<file path="src/rtl/tsc_pkg.sv">
package tsc_pkg;

  typedef enum logic [1:0] {
    MODE_WORD   = 2'b00,
    MODE_OPEN   = 2'b01,
    MODE_STROBE = 2'b10,
    MODE_SPARE  = 2'b11
  } start_mode_e;

endpackage

</file>
<file path="src/rtl/tsc_cdc.sv">
module tsc_cdc #(
  parameter int STAGES = 2
) (
  input  logic clk,
  input  logic rst_n,
  input  logic link_n,
  output logic fall_seen,
  output logic rise_seen
);

  logic [STAGES:0] pipe_q;
  logic [STAGES:0] pipe_d;

  always_comb begin
    pipe_d[0] = link_n;
  end

  for (genvar g = 1; g <= STAGES; g++) begin : g_stage
    always_comb begin
      pipe_d[g] = pipe_q[g-1];
    end
  end

  always_ff @(posedge clk or negedge rst_n) begin
    if (!rst_n) begin
      pipe_q <= '1;
    end else begin
      pipe_q <= pipe_d;
    end
  end

  assign fall_seen = pipe_q[STAGES] & ~pipe_q[STAGES-1];
  assign rise_seen = ~pipe_q[STAGES] & pipe_q[STAGES-1];

endmodule

</file>
<file path="src/rtl/tsc_align.sv">
module tsc_align
  import tsc_pkg::*;
#(
  parameter int PAT_W = 16
) (
  input  logic             clk,
  input  logic             rst_n,
  input  logic             chan_en,
  input  start_mode_e      mode,
  input  logic             bit_en,
  input  logic             rx_bit,
  input  logic [PAT_W-1:0] sync_word,
  input  logic             fall_seen,
  input  logic             rise_seen,
  output logic             synced,
  output logic             accept,
  output logic             eof
);

  localparam int FW = $clog2(PAT_W + 1);
  localparam logic [FW-1:0] FILL_MAX  = FW'(PAT_W);
  localparam logic [FW-1:0] FILL_LAST = FW'(PAT_W - 1);

  logic             synced_q, synced_d;
  logic [FW-1:0]    fill_q, fill_d;
  logic [PAT_W-1:0] hist_q, hist_d;
  logic [PAT_W-1:0] cand;
  logic             open_mode;

  assign open_mode = (mode == MODE_OPEN);
  assign cand      = {hist_q[PAT_W-2:0], rx_bit};
  assign accept    = chan_en & bit_en & (synced_q | open_mode);
  assign eof       = chan_en & rise_seen & (synced_q | open_mode);
  assign synced    = synced_q;

  always_comb begin
    synced_d = synced_q;
    fill_d   = fill_q;
    hist_d   = hist_q;
    if (!chan_en) begin
      synced_d = 1'b0;
      fill_d   = '0;
      hist_d   = '0;
    end else if (open_mode) begin
      synced_d = 1'b1;
    end else if (eof) begin
      synced_d = 1'b0;
      fill_d   = '0;
    end else if (!synced_q) begin
      if (mode == MODE_STROBE) begin
        if (fall_seen) begin
          synced_d = 1'b1;
        end
      end else if (bit_en) begin
        hist_d = cand;
        if (fill_q != FILL_MAX) begin
          fill_d = fill_q + 1'b1;
        end
        if ((fill_q >= FILL_LAST) && (cand == sync_word)) begin
          synced_d = 1'b1;
        end
      end
    end
  end

  always_ff @(posedge clk or negedge rst_n) begin
    if (!rst_n) begin
      synced_q <= 1'b0;
      fill_q   <= '0;
      hist_q   <= '0;
    end else begin
      synced_q <= synced_d;
      fill_q   <= fill_d;
      hist_q   <= hist_d;
    end
  end

endmodule

</file>
<file path="src/rtl/tsc_pack.sv">
module tsc_pack #(
  parameter int DATA_W = 8,
  localparam int NBW = $clog2(DATA_W + 1)
) (
  input  logic              clk,
  input  logic              rst_n,
  input  logic              chan_en,
  input  logic              accept,
  input  logic              rx_bit,
  input  logic              eof,
  input  logic              byte_ready,
  output logic [DATA_W-1:0] byte_data,
  output logic              byte_valid,
  output logic              byte_last,
  output logic [NBW-1:0]    byte_nbits
);

  localparam logic [NBW-1:0] FULL = NBW'(DATA_W);

  logic [DATA_W-2:0] sr_q, sr_d;
  logic [NBW-1:0]    cnt_q, cnt_d;
  logic [DATA_W-1:0] val;
  logic [NBW-1:0]    nb;
  logic              emit;
  logic [DATA_W-1:0] e_data;
  logic              e_last;

  logic              vld_q, vld_d;
  logic [DATA_W-1:0] dat_q, dat_d;
  logic              lst_q, lst_d;
  logic [NBW-1:0]    nbt_q, nbt_d;

  assign val = accept ? {sr_q, rx_bit} : {1'b0, sr_q};
  assign nb  = cnt_q + {{(NBW-1){1'b0}}, accept};

  always_comb begin
    sr_d   = sr_q;
    cnt_d  = cnt_q;
    emit   = 1'b0;
    e_data = val;
    e_last = 1'b0;
    if (!chan_en) begin
      cnt_d = '0;
    end else if (eof) begin
      emit   = 1'b1;
      e_data = val << (FULL - nb);
      e_last = 1'b1;
      cnt_d  = '0;
    end else if (nb == FULL) begin
      emit  = 1'b1;
      cnt_d = '0;
    end else if (accept) begin
      sr_d  = val[DATA_W-2:0];
      cnt_d = nb;
    end
  end

  always_comb begin
    vld_d = vld_q;
    dat_d = dat_q;
    lst_d = lst_q;
    nbt_d = nbt_q;
    if (emit && (!vld_q || byte_ready)) begin
      vld_d = 1'b1;
      dat_d = e_data;
      lst_d = e_last;
      nbt_d = nb;
    end else if (byte_ready) begin
      vld_d = 1'b0;
    end
  end

  always_ff @(posedge clk or negedge rst_n) begin
    if (!rst_n) begin
      sr_q  <= '0;
      cnt_q <= '0;
      vld_q <= 1'b0;
      dat_q <= '0;
      lst_q <= 1'b0;
      nbt_q <= '0;
    end else begin
      sr_q  <= sr_d;
      cnt_q <= cnt_d;
      vld_q <= vld_d;
      dat_q <= dat_d;
      lst_q <= lst_d;
      nbt_q <= nbt_d;
    end
  end

  assign byte_valid = vld_q;
  assign byte_data  = dat_q;
  assign byte_last  = lst_q;
  assign byte_nbits = nbt_q;

endmodule

</file>
<file path="src/rtl/tsc_txgate.sv">
module tsc_txgate #(
  parameter int TX_GAP = 8
) (
  input  logic clk,
  input  logic rst_n,
  input  logic chan_en,
  input  logic tx_follow,
  input  logic synced,
  input  logic bit_en,
  input  logic tx_src_bit,
  output logic tx_take,
  output logic tx_line
);

  localparam int GW = $clog2(TX_GAP + 1);
  localparam logic [GW-1:0] GAP_LAST = GW'(TX_GAP - 1);

  logic          rel_q, rel_d;
  logic [GW-1:0] tcnt_q, tcnt_d;
  logic          live;

  always_comb begin
    rel_d  = rel_q;
    tcnt_d = tcnt_q;
    if (!chan_en) begin
      rel_d  = 1'b0;
      tcnt_d = '0;
    end else if (!tx_follow) begin
      rel_d = 1'b1;
    end else if (!rel_q && synced && bit_en) begin
      if (tcnt_q == GAP_LAST) begin
        rel_d = 1'b1;
      end else begin
        tcnt_d = tcnt_q + 1'b1;
      end
    end
  end

  always_ff @(posedge clk or negedge rst_n) begin
    if (!rst_n) begin
      rel_q  <= 1'b0;
      tcnt_q <= '0;
    end else begin
      rel_q  <= rel_d;
      tcnt_q <= tcnt_d;
    end
  end

  assign live    = chan_en & rel_q;
  assign tx_take = live & bit_en;
  assign tx_line = live ? tx_src_bit : 1'b1;

endmodule

</file>
<file path="src/rtl/tsc_sync_top.sv">
module tsc_sync_top
  import tsc_pkg::*;
#(
  parameter int PAT_W       = 16,
  parameter int DATA_W      = 8,
  parameter int TX_GAP      = 8,
  parameter int SYNC_STAGES = 2,
  localparam int NBW = $clog2(DATA_W + 1)
) (
  input  logic              clk,
  input  logic              rst_n,
  input  logic              chan_en,
  input  logic [1:0]        start_mode,
  input  logic [PAT_W-1:0]  sync_word,
  input  logic              tx_follow,
  input  logic              link_n,
  input  logic              bit_en,
  input  logic              rx_bit,
  output logic [DATA_W-1:0] byte_data,
  output logic              byte_valid,
  input  logic              byte_ready,
  output logic              byte_last,
  output logic [NBW-1:0]    byte_nbits,
  output logic              rx_synced,
  input  logic              tx_src_bit,
  output logic              tx_take,
  output logic              tx_line
);

  logic [1:0]  rst_pipe;
  logic        rst_int_n;
  logic        fall_seen, rise_seen;
  logic        accept, eof;
  start_mode_e mode;

  always_ff @(posedge clk or negedge rst_n) begin
    if (!rst_n) begin
      rst_pipe <= '0;
    end else begin
      rst_pipe <= {rst_pipe[0], 1'b1};
    end
  end

  assign rst_int_n = rst_pipe[1];
  assign mode      = start_mode_e'(start_mode);

  tsc_cdc #(.STAGES(SYNC_STAGES)) cdc_i (
    .clk       (clk),
    .rst_n     (rst_int_n),
    .link_n    (link_n),
    .fall_seen (fall_seen),
    .rise_seen (rise_seen)
  );

  tsc_align #(.PAT_W(PAT_W)) align_i (
    .clk       (clk),
    .rst_n     (rst_int_n),
    .chan_en   (chan_en),
    .mode      (mode),
    .bit_en    (bit_en),
    .rx_bit    (rx_bit),
    .sync_word (sync_word),
    .fall_seen (fall_seen),
    .rise_seen (rise_seen),
    .synced    (rx_synced),
    .accept    (accept),
    .eof       (eof)
  );

  tsc_pack #(.DATA_W(DATA_W)) pack_i (
    .clk        (clk),
    .rst_n      (rst_int_n),
    .chan_en    (chan_en),
    .accept     (accept),
    .rx_bit     (rx_bit),
    .eof        (eof),
    .byte_ready (byte_ready),
    .byte_data  (byte_data),
    .byte_valid (byte_valid),
    .byte_last  (byte_last),
    .byte_nbits (byte_nbits)
  );

  tsc_txgate #(.TX_GAP(TX_GAP)) tx_i (
    .clk        (clk),
    .rst_n      (rst_int_n),
    .chan_en    (chan_en),
    .tx_follow  (tx_follow),
    .synced     (rx_synced),
    .bit_en     (bit_en),
    .tx_src_bit (tx_src_bit),
    .tx_take    (tx_take),
    .tx_line    (tx_line)
  );

endmodule

</file>
<file path="config.mk">
export PLATFORM = sky130hd
export DESIGN_NAME = tsc_sync_top
export DESIGN_NICKNAME = d
export VERILOG_FILES = /design/src/rtl/tsc_pkg.sv /design/src/rtl/tsc_cdc.sv /design/src/rtl/tsc_align.sv /design/src/rtl/tsc_pack.sv /design/src/rtl/tsc_txgate.sv /design/src/rtl/tsc_sync_top.sv
export SDC_FILE = /design/constraint.sdc
export NUM_CORES = 1
export LEC_CHECK = 0
export ABC_AREA = 1
export BUFFER_PORTS_ARGS = -buffer_cell sky130_fd_sc_hd__clkbuf_2
export CAP_MARGIN = 20
export CORE_ASPECT_RATIO = 0.5
export CORE_MARGIN = 5
export CORE_UTILIZATION = 54
export CTS_BUF_LIST = sky130_fd_sc_hd__clkbuf_8
export CTS_CLUSTER_DIAMETER = 60
export DETAILED_ROUTE_END_ITERATION = 6
export PLACE_DENSITY = 0.83
export SKIP_CTS_REPAIR_TIMING = 1
export SYNTH_ARGS = -nofsm -noshare
export SYNTH_HDL_FRONTEND = slang
export SYNTH_SLANG_ARGS = --single-unit
</file>
<file path="constraint.sdc">
create_clock -name clk -period 1.5 [get_ports clk]
set_input_delay 0.075 -clock clk [delete_from_list [all_inputs] [get_ports clk]]
set_output_delay 0.075 -clock clk [all_outputs]
set_load 0.01 [all_outputs]
</file>
* Yosys cells after proc, flatten, opt, wreduce, memory -nomap -nowiden *
Cells that the tools add are included.

storage, ports and cells
  bits in registers = 56
  input bits = 27
  output and inout port bits = 17
  logic and storage cells = 110

operators by class
  eq/ne operators = 21
  add/subtract/negate cells = 4
  reduce and logical (&&, ||, !) cells = 13
  shifts and indexed selects = 1
  order comparisons = 1
  muxes and demuxes = 44
  bitwise gates (word level) = 13

operator list
  kind                   count
  $mux W15               6
  $mux W5                7
  $mux W4                8
  $mux W8                3
  $mux W1                20
  $eq A16 B16 Y1         1
  $ne A3 B2 Y1 const B   4
  $ne A2 B2 Y1 const B   5
  $reduce_and A5 Y1      2
  $and A1 B1 Y1          8
  $shl A8 B4 Y8          1
  $ne A2 B1 Y1 const B   3
  $ne A3 B1 Y1 const B   2
  $add A5 B1 Y5 const B  1
  $ge A5 B4 Y1 const B   1
  $ne A5 B5 Y1 const B   1
  $add A4 B1 Y4          1
  $add A4 B1 Y4 const B  1
  $eq A4 B3 Y1 const B   1
  $eq A4 B4 Y1 const B   1
  $logic_and A1 B1 Y1    4
  $ne A4 B1 Y1 const B   1
  $not A1 Y1             4
  $reduce_and A4 Y1      1
  9 further kinds        10

* Depth between registers and ports, before layout *
  depth in word-level cells = 10
  mapped depth = 16

* By module *
From an unflattened synthesis, not the netlist that was laid out.

second synthesis, totals
  cell total of the unflattened synthesis = 501
  area, all modules = 3469.6 µm²

by module, submodules not included
  module        area each (µm²)  times used  seq. area each (µm²)  cells an instance
  tsc_pack      1697.9           1           625.6                 262
  tsc_align     1306.3           1           525.5                 187
  tsc_txgate    317.8            1           125.1                 42
  tsc_cdc       93.8             1           78.8                  7
  tsc_sync_top  53.8             1           50.0                  3

* Least setup slack after synthesis *
Ideal clock, no wire load.

  kind = register to register
  start = register align_i.synced_q, in the netlist align_i.synced
  end = register pack_i.dat_q[7], in the netlist pack_i.byte_data[7]
  cell stages (with the launch flop) = 15
  slack = -0.659 ns
  data required time = 1.378 ns
  data arrival time = 2.038 ns
  setup time = 0.122 ns
  path through = dfrtp_1 -> inv_2 -> nand2_2 -> nand3_4 -> inv_2 -> ha_1 -> xnor2_1 -> nand3_2 -> nor2_4 -> nand2_4 -> nand2_2 -> nand3_4 -> buf_6 -> nor2_1 -> a21oi_1

between the ends
  word-level cells in the longest chain between the ends = 8
  elaborated cells between the ends (all ways) = 14
  those cells by class = 2 x add/sub; 1 x eq/ne; 1 x shift; 6 x mux; 3 x bitwise; 1 x reduce/logical

ends and longest elaborated chain
  what                                                   RTL line                          source
  start, declared                                        tsc_align.sv:24                   logic synced_q, synced_d;
  start signal, assigned                                 tsc_align.sv:72                   synced_q <= synced_d;
  $or A1 B1 Y1 *                                         tsc_align.sv:32, tsc_align.sv:33
  branches (longest 7 deep; another with $add A4 B1 Y4)  n/a
  end signal, assigned                                   tsc_pack.sv:85                    dat_q <= dat_d;
  end, declared                                          tsc_pack.sv:29                    logic [DATA_W-1:0] dat_q, dat_d;

Mark *: on every way between the ends.
A chain may end at the register's enable or synchronous reset.

* Worst setup path in the final report *
  start = register align_i.synced_q, in the netlist align_i.synced
  end = register pack_i.dat_q[6], in the netlist pack_i.byte_data[6]

Same word-level chain as after synthesis.

==> flow_summary.yaml <==
setup_path:
  cp_cell_sequence: "inv_2 -> nand2_4 -> nand3_4 -> inv_4 -> ha_4 -> xnor2_4 -> nand3_2 -> nor2_4 -> nand2_4 -> nand2_8 -> nand3_4 -> nor2_1 -> nand2_1 -> nand2_1"
  reg2reg_depth: 14
  critPathLaunch: "align_i.synced$_DFF_PN0_"
  arrival_ns: 2.17
  cp.depth: 14
  max_stage_delay_ns: 0.42
  critPathKind: "reg2reg"
  path_delay_family: "simple AND/OR/NAND/NOR gates"
  cp_slowest_cell: "dfrtp_2"
  worst-path-max-fanout: 7
  r2r_slack_ns: -0.41
  worstReg2RegStart: "align_i.synced$_DFF_PN0_"
  reg2reg_to: "pack_i.byte_data[6]$_DFFE_PN0P_"
  critPathCapture: "pack_i.byte_data[6]$_DFFE_PN0P_"
  path_buf_inv: 2
  worstPathRequired_ns: 1.77
  start_kind: "flip-flop"
  crit_path_end_kind: "flip-flop"
clocking:
  clk_pin_slew_ns: 0.10
  h-tree-depth: 2
  clkLatencyLatePin_ns: 0.32
  cts_buffer_depth: 2
  cts_tree: "yes"
  root_buffer: "clkbuf_8"
  cts_buffers: 5
  numClockSinks: 56
route:
  drt_iter0_markers: 221
  ant_nets: 0
  num_vias: 3377
  routed_wirelength_um: 8860
  wl_per_cell_um: 13.4
  drc: 0
  viasPerCell: 5.09
  first_pass_iters: 4
final_layout:
  fill_cells: 460
  n_antenna_cell: 0
  finalNonFillerCells: 663
  drive_gt1_share_pct: 33.9
  nNetsFinal: 606
  most-common-layout-cells: "nand2_1 (141), buf_4 (57), dfrtp_1 (51)"
  utilization_pct: 75.6
  syn2layout_area_growth_pct: 36.9
  mostFrequentLayoutCell: "nand2_1"
  post-route-cell-area_sq_um: 4560
synthesis:
  synth-seq-cells: 56
  syn_area_sq_um: 3330
  synth_ff_type: "dfrtp_1"
  syn_nets: 495
  synth-edff-count: 0
  synth.distinct_cells: 41
  syn-instance-count: 463
  seq_area_frac_synth_pct: 42.2
  async_flop_share_pct: 100
  synth_warnings: 0
  syn_area_per_cell_sq_um: 7.19
flow_run:
  drv_cap: 0
timing:
  setup-violations-final: 31
  fmax_mhz: 525
  setup_tns_ns: -7.63
  hold_violations: 0
  fin_hold_ws_ns: 0.0492
  timing.final.ws_setup_ns: -0.406
  slew_viol_final: 0
  clock_skew_ns: 0.00439
  period_share_pct: 127
  post-route-min-period_ns: 1.91
  rsz0062_at_grt: "yes"
min_path:
  hold_class: "in2reg"
placed_design:
  post-place-ws_ns: -0.472
  placedCellCount: 639
  placed_area_sq_um: 4090
  place.detailed.hpwl_um: 5850
  port_buffers: 43
  globalplace.congestion: 0.869
floorplan:
  fp.dieW_um: 121
  core-area_sq_um: 6030
  die_area_sq_um: 7930
  die_y_um: 65.5
  row_count: 20
  start_util_pct: 55.2
  pin_count: 44
pwr:
  peakVddDrop_uv: 497
  p_leak_nw: 2.27
  sw_frac_of_total_pct: 36.9
  switching_power_mw: 1.61
  clkPwrFrac_pct: 19.5
  combPwrFrac_pct: 37.8
  power_density_nw_per_um2: 956
  p_int_mw: 2.75
  power_mw: 4.36
  power_frac_seq_pct: 42.6
grt:
  grt_pass1_wl_um: 13000
  grt_pass1_vias: 2876
  antenna_found_initial: 0
  grt-ovfl-total: 0
  grt_max_degree: 55
  grt_usage_pct: 20.5
run_status:
  violations: "setup timing"
  status: "complete, but fails checks"
==> flip-flops by register name, indices dropped and copies added (netlist names) <==
register / flops
pack_i.byte_data: 8
pack_i.sr_q: 7
tx_i.rel_q: 1
tx_i.tcnt_q: 4
cdc_i.pipe_q: 3
pack_i.byte_nbits: 4
align_i.synced: 1
align_i.fill_q: 5
pack_i.byte_valid: 1
rst_pipe: 2
align_i.hist_q: 15
pack_i.cnt_q: 4
pack_i.byte_last: 1
==> routing by layer <==
| metal | wire length, um | vias up | global-route usage (%) |
|---|---|---|---|
| li1 | - | 1714 | - |
| met3 | 424 | 9 | 4.21 |
| met4 | 104 | 0 | 5.08 |
| met5 | 0 | - | 0 |
| met1 | 4140 | 1562 | 28.3 |
| met2 | 4190 | 92 | 33.2 |
==> power by group through the flow <==
stage	clock network [mW]	registers [mW]	logic (mW)
2_1_floorplan	0	1.92	0.814
3_3_place_gp	0	1.87	1.42
3_5_place_dp	0	1.87	1.44
4_1_cts	0.875	1.84	1.45
5_1_grt	0.932	1.89	1.85
6_report	0.851	1.86	1.65
==> worst reg2reg max path: stages (launching register included) <==
cell	delay, ns
dfrtp_2	0.42
inv_2	0.09
nand2_4	0.07
nand3_4	0.08
inv_4	0.04
ha_4	0.16
xnor2_4	0.14
nand3_2	0.10
nor2_4	0.13
nand2_4	0.11
nand2_8	0.10
nand3_4	0.13
nor2_1	0.15
nand2_1	0.07
nand2_1	0.06
==> worst min-delay path by stage <==
stage,from,end,slack (ns),depth (start not counted)
6_report,rx_bit,align_i.hist_q[0]$_DFFE_PN0P_,0.05,3
5_1_grt,rst_n,rst_pipe[1]$_DFF_PN0_,0.06,2
4_1_cts,rst_n,rst_pipe[1]$_DFF_PN0_,-0.49,1
3_5_place_dp,rst_n,rst_pipe[0]$_DFF_PN0_,-0.14,1
3_3_place_gp,rst_n,rst_pipe[0]$_DFF_PN0_,-0.14,1
2_1_floorplan,rst_n,rst_pipe[0]$_DFF_PN0_,-0.22,0
==> kinds of logic after synthesis <==
logic type               synth area share [%]
flip-flops                               42.2
AND/OR/NAND/NOR                          34.9
XOR/XNOR                                 2.10
buffers and inverters                    9.02
other                                   0.113
AO/OA/AOI/OAI                            9.77
adder cells (fa/ha/maj)                  1.88
==> synthesized netlist by cell type (4+ instances only) <==
master   count  share of area, %
buf_4        4              0.90
ha_1         5               1.9
inv_2        4              0.45
nand2_1    157                18
inv_1       53               6.0
o21ai_1     10               1.5
buf_2        4              0.60
nand2_2      8               1.5
nor3_1       6              0.90
dfrtp_1     53                40
a21oi_1      9               1.4
nor2_1      28               3.2
nand3_1     45               6.8
xnor2_1      5               1.3
o21ai_0     30               4.5
==> layout make-up <==
type	count	area, sq um	share of cell area, %
Sequential cell	56	1410	30.9
Timing Repair Buffer	112	803	17.6
Multi-Input combinational cell	340	1920	42.1
Clock inverter	3	20.0	0.439
Inverter	59	230	5.05
Tap cell	88	110	2.42
Clock buffer	5	68.8	1.51
Power figures use the tool's default switching activity.
